[src/rtl/lmd_pkg.sv]
package lmd_pkg;

    typedef enum logic [0:0] {
        LK_OPEN   = 1'b0,
        LK_SEALED = 1'b1
    } lock_state_e;

    typedef enum logic [1:0] {
        TGT_DRAM = 2'd0,
        TGT_GFX  = 2'd1,
        TGT_PSEG = 2'd2,
        TGT_NONE = 2'd3
    } target_e;

    // carve-out sizes in 1 MB units
    function automatic logic [7:0] gfx_data_mb(input logic [1:0] code);
        unique case (code)
            2'b00: return 8'd0;
            2'b01: return 8'd1;
            2'b10: return 8'd32;
            default: return 8'd64;
        endcase
    endfunction

    function automatic logic [7:0] gfx_tbl_mb(input logic [1:0] code);
        unique case (code)
            2'b00: return 8'd0;
            2'b01: return 8'd1;
            default: return 8'd2;
        endcase
    endfunction

    function automatic logic [7:0] pseg_mb(input logic [1:0] code);
        unique case (code)
            2'b00: return 8'd0;
            2'b01: return 8'd1;
            2'b10: return 8'd2;
            default: return 8'd8;
        endcase
    endfunction

endpackage

[src/rtl/lmd_cfg_reg.sv]
module lmd_cfg_reg
    import lmd_pkg::*;
#(
    parameter int DATA_W  = 32,
    parameter int FIELD_W = 12
) (
    input  logic                clk,
    input  logic                rst_n,
    input  logic                sel,
    input  logic                we,
    input  logic [DATA_W/8-1:0] be,
    input  logic [DATA_W-1:0]   wdata,
    input  logic                trusted,
    output logic [DATA_W-1:0]   rdata,
    output logic [FIELD_W-1:0]  bound,
    output logic                locked
);
    localparam int LANES = DATA_W / 8;
    localparam int RSV_W = DATA_W - FIELD_W - 1;
    localparam logic [DATA_W-1:0] WRITABLE = {{FIELD_W{1'b1}}, {RSV_W{1'b0}}, 1'b1};

    lock_state_e         state_q, state_d;
    logic [DATA_W-1:0]   lane_mask;
    logic [DATA_W-1:0]   wmask;
    logic                wr_ok;
    logic [FIELD_W-1:0]  bound_q;

    // expand byte enables into bit lanes
    for (genvar b = 0; b < LANES; b++) begin : g_lane
        assign lane_mask[b*8 +: 8] = {8{be[b]}};
    end

    assign wmask = lane_mask & WRITABLE;
    assign wr_ok = sel && we && !trusted && (state_q == LK_OPEN);

    // next-state logic
    always_comb begin
        state_d = state_q;
        unique case (state_q)
            LK_OPEN:   if (wr_ok && wmask[0] && wdata[0]) state_d = LK_SEALED;
            LK_SEALED: state_d = LK_SEALED;
            default:   state_d = LK_OPEN;
        endcase
    end

    // state register
    always_ff @(posedge clk or negedge rst_n) begin
        if (!rst_n) state_q <= LK_OPEN;
        else        state_q <= state_d;
    end

    // boundary field register
    always_ff @(posedge clk or negedge rst_n) begin
        if (!rst_n) begin
            bound_q <= FIELD_W'(1);
        end else if (wr_ok) begin
            bound_q <= (bound_q & ~wmask[DATA_W-1 -: FIELD_W])
                     | (wdata[DATA_W-1 -: FIELD_W] & wmask[DATA_W-1 -: FIELD_W]);
        end
    end

    // outputs
    always_comb begin
        locked = (state_q == LK_SEALED);
        bound  = bound_q;
        rdata  = sel ? {bound_q, {RSV_W{1'b0}}, locked} : '0;
    end

endmodule

[src/rtl/lmd_carve.sv]
module lmd_carve
    import lmd_pkg::*;
#(
    parameter int FIELD_W = 12
) (
    input  logic [FIELD_W-1:0] bound,
    input  logic [1:0]         gfx_data_sel,
    input  logic [1:0]         gfx_tbl_sel,
    input  logic [1:0]         pseg_sel,
    output logic [FIELD_W-1:0] top_eff,
    output logic [FIELD_W-1:0] gfx_base,
    output logic [FIELD_W-1:0] pseg_base
);
    localparam int EXT_W = FIELD_W + 2;

    logic [EXT_W-1:0] top_x, gfx_sz, pseg_sz, gfx_x, pseg_x;

    always_comb begin
        top_x   = (bound == '0) ? EXT_W'(1) : EXT_W'(bound);
        gfx_sz  = EXT_W'(gfx_data_mb(gfx_data_sel)) + EXT_W'(gfx_tbl_mb(gfx_tbl_sel));
        pseg_sz = EXT_W'(pseg_mb(pseg_sel));
        gfx_x   = (gfx_sz > top_x) ? '0 : top_x - gfx_sz;
        pseg_x  = (pseg_sz > gfx_x) ? '0 : gfx_x - pseg_sz;
        top_eff   = top_x[FIELD_W-1:0];
        gfx_base  = gfx_x[FIELD_W-1:0];
        pseg_base = pseg_x[FIELD_W-1:0];
    end

endmodule

[src/rtl/lmd_addr_decode.sv]
module lmd_addr_decode
    import lmd_pkg::*;
#(
    parameter int ADDR_W  = 32,
    parameter int FIELD_W = 12
) (
    input  logic               clk,
    input  logic               rst_n,
    input  logic               in_valid,
    input  logic [ADDR_W-1:0]  addr,
    input  logic [FIELD_W-1:0] top_eff,
    input  logic [FIELD_W-1:0] gfx_base,
    input  logic [FIELD_W-1:0] pseg_base,
    output logic               out_valid,
    output logic [3:0]         target
);
    logic [FIELD_W-1:0] page;
    target_e            sel_d;
    logic [3:0]         onehot_d;

    assign page = addr[ADDR_W-1 -: FIELD_W];

    always_comb begin
        if (page >= top_eff)        sel_d = TGT_NONE;
        else if (page >= gfx_base)  sel_d = TGT_GFX;
        else if (page >= pseg_base) sel_d = TGT_PSEG;
        else                        sel_d = TGT_DRAM;
        onehot_d = 4'b0001 << sel_d;
    end

    always_ff @(posedge clk or negedge rst_n) begin
        if (!rst_n) begin
            out_valid <= 1'b0;
            target    <= '0;
        end else begin
            out_valid <= in_valid;
            target    <= in_valid ? onehot_d : '0;
        end
    end

endmodule

[src/rtl/lowmem_decoder.sv]
module lowmem_decoder
    import lmd_pkg::*;
#(
    parameter int ADDR_W  = 32,
    parameter int GRAN_W  = 20
) (
    input  logic        clk,
    input  logic        rst_n,
    input  logic        cfg_sel,
    input  logic        cfg_we,
    input  logic [3:0]  cfg_be,
    input  logic [31:0] cfg_wdata,
    output logic [31:0] cfg_rdata,
    input  logic        trusted_mode,
    input  logic [1:0]  gfx_data_sel,
    input  logic [1:0]  gfx_tbl_sel,
    input  logic [1:0]  pseg_sel,
    input  logic        in_valid,
    input  logic [31:0] addr_in,
    output logic        out_valid,
    output logic [3:0]  target
);
    localparam int FIELD_W = ADDR_W - GRAN_W;

    logic [FIELD_W-1:0] bound_q;
    logic               lock_q;
    logic [FIELD_W-1:0] top_eff, gfx_base, pseg_base;

    lmd_cfg_reg #(.DATA_W(ADDR_W), .FIELD_W(FIELD_W)) u_reg (
        .clk(clk), .rst_n(rst_n), .sel(cfg_sel), .we(cfg_we), .be(cfg_be),
        .wdata(cfg_wdata), .trusted(trusted_mode), .rdata(cfg_rdata),
        .bound(bound_q), .locked(lock_q)
    );

    lmd_carve #(.FIELD_W(FIELD_W)) u_carve (
        .bound(bound_q), .gfx_data_sel(gfx_data_sel), .gfx_tbl_sel(gfx_tbl_sel),
        .pseg_sel(pseg_sel), .top_eff(top_eff), .gfx_base(gfx_base),
        .pseg_base(pseg_base)
    );

    lmd_addr_decode #(.ADDR_W(ADDR_W), .FIELD_W(FIELD_W)) u_dec (
        .clk(clk), .rst_n(rst_n), .in_valid(in_valid), .addr(addr_in),
        .top_eff(top_eff), .gfx_base(gfx_base), .pseg_base(pseg_base),
        .out_valid(out_valid), .target(target)
    );

endmodule

[config.mk]
export PLATFORM = sky130hd
export DESIGN_NAME = lowmem_decoder
export DESIGN_NICKNAME = d
export VERILOG_FILES = /design/src/rtl/lmd_pkg.sv /design/src/rtl/lmd_cfg_reg.sv /design/src/rtl/lmd_carve.sv /design/src/rtl/lmd_addr_decode.sv /design/src/rtl/lowmem_decoder.sv
export SDC_FILE = /design/constraint.sdc
export NUM_CORES = 1
export LEC_CHECK = 0
export ABC_AREA = 1
export BUFFER_PORTS_ARGS = -buffer_cell sky130_fd_sc_hd__buf_2
export CAP_MARGIN = 20
export CORE_ASPECT_RATIO = 1.25
export CORE_MARGIN = 5
export CORE_UTILIZATION = 35
export DETAILED_ROUTE_END_ITERATION = 6
export SETUP_SLACK_MARGIN = 0.02
export SKIP_CTS_REPAIR_TIMING = 1
export SYNTH_ARGS = -nofsm -noshare
export SYNTH_HDL_FRONTEND = slang
export SYNTH_HIERARCHICAL = 1
export SYNTH_SLANG_ARGS = --single-unit
[constraint.sdc]
create_clock -name clk -period 5.1 [get_ports clk]
set_input_delay 1.53 -clock clk [delete_from_list [all_inputs] [get_ports clk]]
set_output_delay 1.53 -clock clk [all_outputs]
set_load 0.005 [all_outputs]
Yosys cells after proc, flatten, opt, wreduce, memory -nomap -nowiden
Index checks and enable logic that the tools add are counted.
{ "totals": {"elab_cells": 46, "register_bits": 18, "out_inout_bits": 37} }
{ "classes": {"shifts": 1, "n_eq_ne": 5, "reduce_logical": 10, "n_bitwise": 5, "magnitude_cmp": 5, "muxes": 13, "addsub": 3} }
{ "ops": {"columns": ["cell", "n"], "rows": [
  ["12-bit >= comparator", 3],
  ["32-bit two-way mux", 1],
  ["12-bit AND", 2],
  ["12-bit two-way mux", 2],
  ["7-bit case mux with 3 select lines", 1],
  ["14-bit > comparator", 1],
  ["4-bit by 14-bit > comparator with 1-bit output", 1],
  ["14-bit two-way mux", 1],
  ["14-bit subtractor", 1],
  ["12-bit logical NOT", 1],
  ["12-bit inverter", 1],
  ["12-bit OR", 1],
  ["4-bit case mux with 3 select lines", 1],
  ["12-bit by 4-bit subtractor with 12-bit output", 1],
  ["7-bit by 2-bit adder with 8-bit output", 1],
  ["2-bit by 1-bit equality test with 1-bit output (second input constant)", 3],
  ["2-bit logical NOT", 3],
  ["2-bit two-way mux", 3],
  ["1-bit logical AND", 5],
  ["2-bit equality test (second input constant)", 2],
  ["4-bit two-way mux", 1],
  ["2-bit case mux with 2 select lines", 1],
  ["1-bit by 2-bit << shifter with 4-bit output (first input constant)", 1],
  ["1-bit case mux with 2 select lines", 1],
  ["3 further kinds", 3]
]} }

Depth between registers and ports, before layout
Gate-level depths: netlist of the first run.
{ "depth": {"word_depth": 13, "ltp_mapped": 38} }

Modules after synthesis
The synthesis of the first run kept the hierarchy.
{ "modules_own_cells": {"columns": ["mod", "instances", "cells_each", "area_each_um2", "seq_area_each_um2"], "rows": [
  ["lmd_carve", 1, 222, 1216.2, 0.0],
  ["lmd_addr_decode", 1, 180, 1164.9, 125.1],
  ["lmd_cfg_reg", 1, 107, 808.3, 326.6]
]} }

Worst setup path before layout of the first run
Ideal clock, no wire load.
{ "synth_path": {"kind": "input -> register", "from": "in gfx_data_sel[0]", "to": "reg u_dec.target[0]", "t_required_ns": 5.020, "path_slack_ns": 0.290, "stages": 35, "setup_time_ns": 0.080, "arrival_ns": 4.730, "path_cell_list": "inv_1 > nor2_1 > a21oi_1 > ha_1 > nand2_1 > nand3_2 > nand2_1 > nand2_2 > buf_6 > inv_1 > nor2_1 > inv_1 > ha_1 > inv_1 > fa_1 > inv_1 > nand2_1 > nand2_1 > nand2_1 > inv_1 > nand3_1 > nand2_1 > nand2_1 > nor2_2 > inv_1 > ha_1 > nand2_1 > inv_1 > nand2_1 > nand2_1 > inv_1 > nand2_1 > inv_1 > nand2_1 > nor3_2"} }
{ "synth_via": {"elab_chain_cells": 13, "elab_cells_between_ends": 18, "cone_classes": "add/sub (3); order compare (4); eq/ne (2); shift (1); mux (7); reduce/logical (1)"} }
{ "synth_rtl": {"columns": ["element", "line", "text"], "rows": [
  ["from (decl)", "lowmem_decoder.sv:15", "input logic [1:0] gfx_data_sel,"],
  ["2-bit equality test, or another cell as far along", "lmd_pkg.sv:17", "unique case (code)"],
  ["7-bit case mux with 3 select lines (*)", "lmd_pkg.sv:17", null],
  ["7-bit by 2-bit adder with 8-bit output (*)", "lmd_carve.sv:20", "gfx_sz = EXT_W'(gfx_data_mb(gfx_data_sel)) + EXT_W'(gfx_tbl_mb(gfx_tbl_sel));"],
  ["14-bit subtractor / 14-bit > comparator (equally long branches)", "lmd_carve.sv:22", "gfx_x = (gfx_sz > top_x) ? '0 : top_x - gfx_sz;"],
  ["14-bit two-way mux (*)", "lmd_carve.sv:22", null],
  ["via gfx_base[0]", "lowmem_decoder.sv:27", "logic [FIELD_W-1:0] top_eff, gfx_base, pseg_base;"],
  ["12-bit by 4-bit subtractor with 12-bit output / 4-bit by 14-bit > comparator with 1-bit output (equally long branches)", "lmd_carve.sv:23", "pseg_x = (pseg_sz > gfx_x) ? '0 : gfx_x - pseg_sz;"],
  ["12-bit two-way mux (*)", "lmd_carve.sv:23", null],
  ["via pseg_base[10]", "lowmem_decoder.sv:27", null],
  ["12-bit >= comparator (*)", "lmd_addr_decode.sv:26", "else if (page >= pseg_base) sel_d = TGT_PSEG;"],
  ["2-bit two-way mux (*)", "lmd_addr_decode.sv:26", null],
  ["2-bit two-way mux (*)", "lmd_addr_decode.sv:25", "else if (page >= gfx_base) sel_d = TGT_GFX;"],
  ["2-bit two-way mux (*)", "lmd_addr_decode.sv:24", "if (page >= top_eff) sel_d = TGT_NONE;"],
  ["1-bit by 2-bit << shifter with 4-bit output (*)", "lmd_addr_decode.sv:28", "onehot_d = 4'b0001 << sel_d;"],
  ["4-bit two-way mux (*)", "lmd_addr_decode.sv:37", "target <= in_valid ? onehot_d : '0;"],
  ["to (signal assigned)", "lmd_addr_decode.sv:37", null],
  ["to (decl)", "lmd_addr_decode.sv:15", "output logic [3:0] target"]
]} }
The timed path passes the listed nets; every way through them passes the cells marked *.
A chain may end at the register's enable or synchronous reset.

Worst setup path in the final report of the first run
{ "layout_path": {"from": "in gfx_data_sel[1]", "to": "reg u_dec.target[2]"} }
The elaborated chain is that of the path after synthesis.

==> metrics, run 1 <==
status=complete, no violations; via count of the first global-routing pass=2983; Vias/cell=4.41; M1 WL=3190 um; sequential share of the synthesized area=14.2%; Antenna Cells=0; CTS max path bufs=2; Ports=117; final net count=686; Worst Path Arrival=4.91 ns; DR WL met3=278 um; Routability Congestion=0.880; total gr overflow=0; total CTS buffers=3; depth of the most critical reg-to-reg path=26; fin area=3620 um2; most common cell after layout, fill and taps aside=nand2_1; Buffers on Ports=57; clk_lat worst skew=0.25 ns; # clock sinks=18; GRT Total Usage=14.2%; WL per Instance=10.9 um; Avg Inst Size Synth=6.27 um2; Clock transition at path regs=0.05 ns; residual DRC count=0; share of cells above drive strength 1=20.8%; CP Class=primary input to register; antenna-violating nets left=0; Die Wd=95.4 um; largest net degree at the start of global routing=19; CP endpoint kind=register; Max Cap Viol=0; hold slack=0.509 ns; Hold Fails Final Rpt=0; fin util=40.2%; die area=11100 um2; Pwr Density=212 nW/um2; Critical Path RT=5.27 ns; HP Class=register to register; core area=9030 um2; number of H-tree levels=1; DRT Pass-1 Iters=4; CTS tree=built; final WL=7400 um; Slew Limit Fails=0; P_leak=2.25 nW; clk root buf=clkbuf_16; Distinct cells, synth=40; Setup-failing EPs final=0; Crit Path Max Fanout=3; initial core utilization=35.3%; Synth Warn #=6; Worst Hold Depth=2; met2 wire length=3770 um; DR iter-0 viols=69; area delta synth->final=13.7%; most frequent cells in the layout=nand2_1 (140), inv_1 (112), buf_2 (57), ha_1 (45), nor2_1 (32); highest routed layer=met4; Synth Cell Area=3190 um2; Max VDD drop=0.200 mV; Cells after Synth=509; fin crit share=93.0%; first-pass GRT wire length=12900 um; row count=39; crit path time final=4.74 ns; Max Fclk=211 MHz; Clock Skews=0.00495 ns; hpwl dp=6480 um; initial antenna violation count=0; startpoint types=primary input; placed cell areas=3500 um2; vias=3002; post-synthesis register bit count=18; Die H=117 um; Setup TNS Final=0 ns; RSZ-0062 raised after global routing=no
## routing by layer
layer / vias up / GRT usage, %
li1: 1602 / -
met1: 1320 / 17.0
met2: 67 / 27.0
met3: 13 / 0.966
met4: 0 / 3.89
met5: - / 0
## area by class of cell
class	count	area [um2]
Fill cell	964	5400
Multi-Input combinational cell	356	2170
Sequential cell	18	452
Inverter	117	442
Timing Repair Buffer	62	323
Tap cell	123	154
Clock buffer	4	88.8
## cells by family after synthesis
group           share of synthesized area, %
simple gates                            37.7
other cells                            0.118
xor+xnor                                2.20
compound gates                          5.41
buf+inv                                 21.1
fa+ha+maj                               19.3
flops                                   14.2
## path summary, 6_finish.rpt
kind                                       from                          to  slack (ns)
max in group asynchronous                 rst_n  asynchronous set/reset pin        3.60
worst min-delay path                   register                    register        0.51
worst max register to register         register             u_dec/target[2]        0.76
worst min register to register         register                    register        0.51
min in group asynchronous                 rst_n  asynchronous set/reset pin        1.19
worst max-delay path            gfx_data_sel[1]             u_dec/target[2]        0.36
## cells in the mapped netlist
cell	instances	share of area, %
a21boi_0	1	0.24
a21oi_1	19	3.0
a21oi_2	1	0.27
a21oi_4	1	0.51
a22oi_1	1	0.24
a31oi_1	1	0.20
buf_2	2	0.31
buf_4	21	4.9
buf_6	2	0.71
clkbuf_1	11	1.3
conb_1	1	0.12
dfrtp_1	17	13
dfstp_2	1	0.82
fa_1	2	1.3
ha_1	46	18
inv_1	113	13
inv_2	3	0.35
inv_4	1	0.20
nand2_1	145	17
nand2_2	6	1.2
nand2_4	4	1.4
nand3_1	22	3.5
nand3_2	4	1.3
nand3_4	2	1.1
nand3b_1	2	0.47
nand4_1	15	2.9
nand4_4	1	0.67
nor2_1	34	4.0
nor2_2	8	1.6
nor2_4	4	1.4
nor3_1	1	0.16
nor3_2	2	0.63
nor4_1	1	0.20
o21ai_0	2	0.31
o21ai_1	1	0.16
o21ai_2	1	0.27
o21bai_1	1	0.24
or2_2	1	0.20
xnor2_1	3	0.82
xor2_1	5	1.4
## worst max-delay path, stage by stage
cell and delay (ns):
buf_2 0.11, nor2_2 0.16, xnor2_1 0.14, ha_1 0.16
inv_1 0.07, fa_1 0.43, nand2_1 0.12, inv_1 0.10
fa_1 0.45, inv_1 0.07, nand2_1 0.07, nand2_2 0.08
nand2_2 0.07, inv_1 0.09, nand3_1 0.09, nand2_1 0.07
nand2_1 0.06, nor2_2 0.08, inv_1 0.05, ha_1 0.28
nand2_2 0.06, nor2_2 0.12, nand2_1 0.09, a21oi_1 0.14
nor2_1 0.07, nor3_2 0.15
## through the flow
step,worst slack [ns],power [W],cells
after floorplan,0.290,0.000500,527
after global placement,0.00484,0.000584,676
after detailed placement,-0.0521,0.000595,676
after CTS,0.194,0.000769,680
after global routing,0.0119,0.000853,680
final,0.357,0.000768,680
## where the power goes
part           total [W]  internal (W)  switching [W]
clock           0.000172      0.000119      0.0000531
combinational   0.000445      0.000171       0.000274
sequential      0.000151      0.000147     0.00000413
Note: power is estimated with default switching activity, not from simulation.
==> run 2: changes to the inputs <==
==> constraint.sdc (replaced) <==
create_clock -name clk -period 5.6 [get_ports clk]
set_input_delay 1.68 -clock clk [delete_from_list [all_inputs] [get_ports clk]]
set_output_delay 1.68 -clock clk [all_outputs]
set_load 0.005 [all_outputs]
==> run 2 against run 1 <==
Highest routed layer unchanged. Count of clock-buffer cells in the layout stayed put. Combinational power is 11% lower. Critical path type unchanged. Non-clock buffer count is 4 lower. Critical path depth is 9 higher.
==> metrics, run 2 (synthesized netlist as in run 1, its figures left out) <==
highest routed layer=met4; depth of the most critical reg-to-reg path=34 (+31%); final WL=7350 um (-0.68%); Die H=117 um (unchanged); Die Wd=95.4 um (unchanged); Max Cap Viol=0 (unchanged); total gr overflow=0 (unchanged); hpwl dp=6470 um (about the same); die area=11100 um2 (unchanged); Crit path top cell by count=nand2_1; Clock Skews=0.00217 ns (-0.00278 ns); GRT Total Usage=13.9% (-0.35 points); fin area=3560 um2 (-1.7%); total CTS buffers=3 (unchanged); WL per Instance=10.9 um (about the same); RSZ-0062 raised after global routing=no; via count of the first global-routing pass=2962 (-0.70%); Buffers on Ports=57 (unchanged); Pwr Density=192 nW/um2 (-9.4%); hold slack=0.491 ns (-0.0186 ns); DR WL met3=232 um (-17%); CTS tree=built; residual DRC count=0 (unchanged); first-pass GRT wire length=12600 um (-2.1%); Vias/cell=4.33 (-1.9%); P_leak=2.23 nW (-0.88%); final net count=682 (-0.58%); met2 wire length=3770 um (+0.19%); most frequent cells in the layout=nand2_1 (145), inv_1 (113), buf_2 (57), ha_1 (46), nor2_1 (34); most common cell after layout, fill and taps aside=nand2_1; slowest cell on the critical path=fa_1; Slew Limit Fails=0 (unchanged); area delta synth->final=11.8%; DRT Pass-1 Iters=4 (unchanged); sequential share of power=20.1% (+0.5 points); CP Class=primary input to register; core area=9030 um2 (unchanged); number of H-tree levels=1 (unchanged); Net Sw Power=0.000294 W (-11%); clk_lat worst skew=0.24 ns (about the same); peak per-stage delay on the critical path=0.38 ns (-0.07 ns); r2r endpoint=u_dec/target[0]; # clock sinks=18 (unchanged); sw frac=43.0% (-0.16 points); Ports=117 (unchanged); placed cell areas=3470 um2 (-0.86%); M1 WL=3180 um (-0.31%); Critical Path RT=5.76 ns (+0.49 ns); Max VDD drop=0.118 mV (-41%); crit path time final=5.09 ns; Final WS setup=0.512 ns (+0.155 ns); Clk pwr share=22.3% (about the same); Antenna Cells=0 (unchanged); vias=2928 (-2.5%); DR iter-0 viols=85 (+23%); initial core utilization=35.3% (unchanged); Int Power=0.000391 W (-11%); share of cells above drive strength 1=18.6% (-2.2 points); Max Fclk=197 MHz; clk root buf=clkbuf_16; antenna-violating nets left=0 (unchanged); startpoint types=primary input; Crit Path Max Fanout=3 (unchanged); Clock transition at path regs=0.05 ns (about the same); DP Worst Slack=0.146 ns (+0.198 ns); HP Class=register to register; CTS max path bufs=2 (unchanged); Worst Path Arrival=5.25 ns (+0.34 ns); Worst Hold Depth=2 (unchanged); Setup TNS Final=0 ns (unchanged); CP endpoint kind=register; row count=39 (unchanged); fin util=39.5% (-0.67 points); largest net degree at the start of global routing=19 (unchanged); Routability Congestion=0.868 (-1.4%); fin crit share=90.9%; reg2reg setup slack=1.18 ns (+0.42 ns); Comb pwr share=57.7% (-0.2 points); status=complete, no violations; Hold Fails Final Rpt=0 (unchanged); initial antenna violation count=0 (unchanged); Setup-failing EPs final=0 (unchanged)
[run 2: per-layer routing]
metal | track usage, % | vias up
met5 | 0 | -
met4 | 3.98 | 0
met3 | 0.966 | 10
met2 | 26.6 | 52
met1 | 16.3 | 1269
li1 | - | 1597
[run 2: final cells by class]
cell class              instances  area [um2]
inverters                     117         442
flip-flops and latches         18         452
well taps                     123         154
repair buffers                 58         293
multi-input cells             356        2140
clock buffers                   4        88.8
fillers                       976        5460
[run 2: stage by stage]
step,power [W],cells
2_1_floorplan,0.000456,527
3_3_place_gp,0.000527,672
3_5_place_dp,0.000538,672
4_1_cts,0.000694,676
5_1_grt,0.000763,676
6_report,0.000685,676
[run 2: worst max path at each step]
| stage | startpoint | end | depth (start not counted) |
|---|---|---|---|
| after floorplan | gfx_data_sel[0] | u_dec/target[0] | 35 |
| after global placement | gfx_data_sel[0] | u_dec/target[0] | 35 |
| after detailed placement | gfx_data_sel[0] | u_dec/target[0] | 35 |
| after CTS | gfx_data_sel[0] | u_dec/target[0] | 35 |
| after global routing | gfx_data_sel[0] | u_dec/target[0] | 35 |
| final | gfx_data_sel[0] | u_dec/target[0] | 35 |
[run 2: critical path: cells and delay by family]
family	cells	cell delay [ns]
adder cells (fa/ha/maj)	4	1.08
AND/OR/NAND/NOR	19	1.67
buffers and inverters	11	0.70
AO/OA/AOI/OAI	1	0.11
[run 2: power by group through the flow]
stage / logic [W] / registers, W / clock network (W)
floorplan: 0.000317 / 0.000138 / 0
global placement: 0.000387 / 0.000140 / 0
detailed placement: 0.000398 / 0.000140 / 0
CTS: 0.000400 / 0.000138 / 0.000156
global route: 0.000463 / 0.000138 / 0.000163
finish: 0.000395 / 0.000138 / 0.000152
==> run 3: changes to the inputs <==
--- a/config.mk
+++ b/config.mk
@@ -8,7 +8,7 @@
 export ABC_AREA = 1
 export BUFFER_PORTS_ARGS = -buffer_cell sky130_fd_sc_hd__buf_2
 export CAP_MARGIN = 20
-export CORE_ASPECT_RATIO = 1.25
+export CORE_ASPECT_RATIO = 0.75
 export CORE_MARGIN = 5
 export CORE_UTILIZATION = 35
 export DETAILED_ROUTE_END_ITERATION = 6
==> run 3 against run 2 <==
Clock power up 3%. Setup slack worse by 0.064 ns. Maximum frequency down 1.2%. Sequential power about the same. Critical path type unchanged.
==> metrics, run 3 (synthesized netlist as in run 1, its figures left out) <==
Die H=92.7 um (-21%); Pwr Density=194 nW/um2 (+1.2%); share of cells above drive strength 1=18.6% (unchanged); HP Class=register to register; Ports=117 (unchanged); CTS max path bufs=2 (unchanged); initial core utilization=35.6% (+0.22 points); crit path time final=5.15 ns (+0.0643 ns); CP delay by family, top=simple AND/OR/NAND/NOR gates; initial antenna violation count=0 (unchanged); CTS tree=built; Vias/cell=4.43 (+2.3%); slowest cell on the critical path=fa_1; peak per-stage delay on the critical path=0.39 ns (about the same); final net count=682 (unchanged); first-pass GRT wire length=13100 um (+3.9%); GRT Total Usage=13.9% (+0.028 points); Buffers on Ports=57 (unchanged); sw frac=43.5% (+0.56 points); # fillers=949 (-2.8%); Setup-failing EPs final=0 (unchanged); Slew Limit Fails=0 (unchanged); Clock transition at path regs=0.05 ns (about the same); core area=8970 um2 (-0.62%); Clock Skews=0.00231 ns (+0.000143 ns); Crit Path Max Fanout=3 (unchanged); clk root buf=clkbuf_16; P_leak=2.23 nW (unchanged); final WL=7520 um (+2.4%); Finished Layout Cells=665 (-1.6%); Die Wd=120 um (+26%); total gr overflow=0 (unchanged); CP Class=primary input to register; Pwr Total=0.000691 W (+0.81%); CP endpoint kind=register; RSZ-0062 raised after global routing=no; total CTS buffers=3 (unchanged); DRT Pass-1 Iters=4 (unchanged); Critical Path RT=5.76 ns (about the same); hold slack=0.482 ns (-0.00850 ns); Hold Fails Final Rpt=0 (unchanged); startpoint types=primary input; most frequent cells in the layout=nand2_1 (145), inv_1 (113), buf_2 (57), ha_1 (46), nor2_1 (34); status=complete, no violations; Int Power=0.000390 W (-0.18%); DP Cell Count=661 (-1.6%); multi-input gate area in the final layout=2140 um2 (unchanged); WL per Instance=11.3 um (+4.1%); residual DRC count=0 (unchanged); Max VDD drop=0.147 mV (+24%); antenna-violating nets left=0 (unchanged); # clock sinks=18 (unchanged); Clk pwr share=22.7% (+0.4 points); largest net degree at the start of global routing=19 (unchanged); area delta synth->final=11.3%; register cell area after layout=452 um2 (unchanged); vias=2947 (+0.65%); fin crit share=92.0% (+1.1 points); Routability Congestion=0.859 (-1.0%); most common cell after layout, fill and taps aside=nand2_1; number of H-tree levels=1 (unchanged); CP Buf/Inv Count=11 (unchanged); Worst Path Arrival=5.32 ns (+0.07 ns); Max Cap Viol=0 (unchanged); hpwl dp=6580 um (+1.6%); Crit path top cell by count=nand2_1; sequential share of power=19.9% (-0.2 points); Setup TNS Final=0 ns (unchanged); Antenna Cells=0 (unchanged); reg2reg setup slack=1.11 ns (-0.07 ns); Comb pwr share=57.4% (-0.3 points); die area=11100 um2 (about the same); row count=30 (-23%); DR iter-0 viols=113 (+33%); Max Fclk=194 MHz (-1.2%); clk_lat worst skew=0.25 ns (about the same); fin util=39.6% (+0.094 points); Net Sw Power=0.000301 W (+2.1%); via count of the first global-routing pass=2808 (-5.2%)
run 3: cell counts in the layout (fill, tap and decap cells not counted):
Identical to the previous run, type by type.
run 3: cell type report:
type | instances | area share [%]
Clock buffer | 4 | 2.50
Inverter | 117 | 12.4
Multi-Input combinational cell | 356 | 60.1
Sequential cell | 18 | 12.7
Tap cell | 112 | 3.95
Timing Repair Buffer | 58 | 8.25
run 3: routing by layer:
layer  vias up  wire (um)  global-route usage [%]
li1       1598          -                       -
met1      1298       4020                    20.6
met2        49       3190                    22.1
met3         2        283                    1.83
met4         0         28                    1.60
met5         -          0                       0
run 3: path summary, 6_finish.rpt:
kind | cells after the start | from | to
min reg2reg | 2 | register | register
min | 2 | register | register
min in group asynchronous | 1 | rst_n | asynchronous set/reset pin
max reg2reg | 34 | register | u_dec/target[0]
max in group asynchronous | 1 | rst_n | asynchronous set/reset pin
max | 35 | gfx_data_sel[0] | u_dec/target[0]
run 3: power groups by stage:
| stage | combinational (W) | clock (W) | sequential (W) |
|---|---|---|---|
| after floorplan | 0.000317 | 0 | 0.000138 |
| after global placement | 0.000388 | 0 | 0.000140 |
| after detailed placement | 0.000397 | 0 | 0.000139 |
| after CTS | 0.000399 | 0.000160 | 0.000137 |
| after global routing | 0.000466 | 0.000167 | 0.000138 |
| final | 0.000396 | 0.000157 | 0.000137 |
run 3: through the flow:
stage               instance area, um2  worst slack [ns]
CTS                               3550             0.416
global placement                  3460             0.219
floorplan                         3260             0.640
global route                      3550            0.0212
finish                            3550             0.448
detailed placement                3460             0.181
run 3: worst register-to-register path, delay by kind of cell, from the launching register on:
family / cells / cell delay, ns
fa+ha+maj: 4 / 0.92
flops: 1 / 0.47
simple gates: 19 / 2.14
compound gates: 1 / 0.21
buf+inv: 10 / 0.63
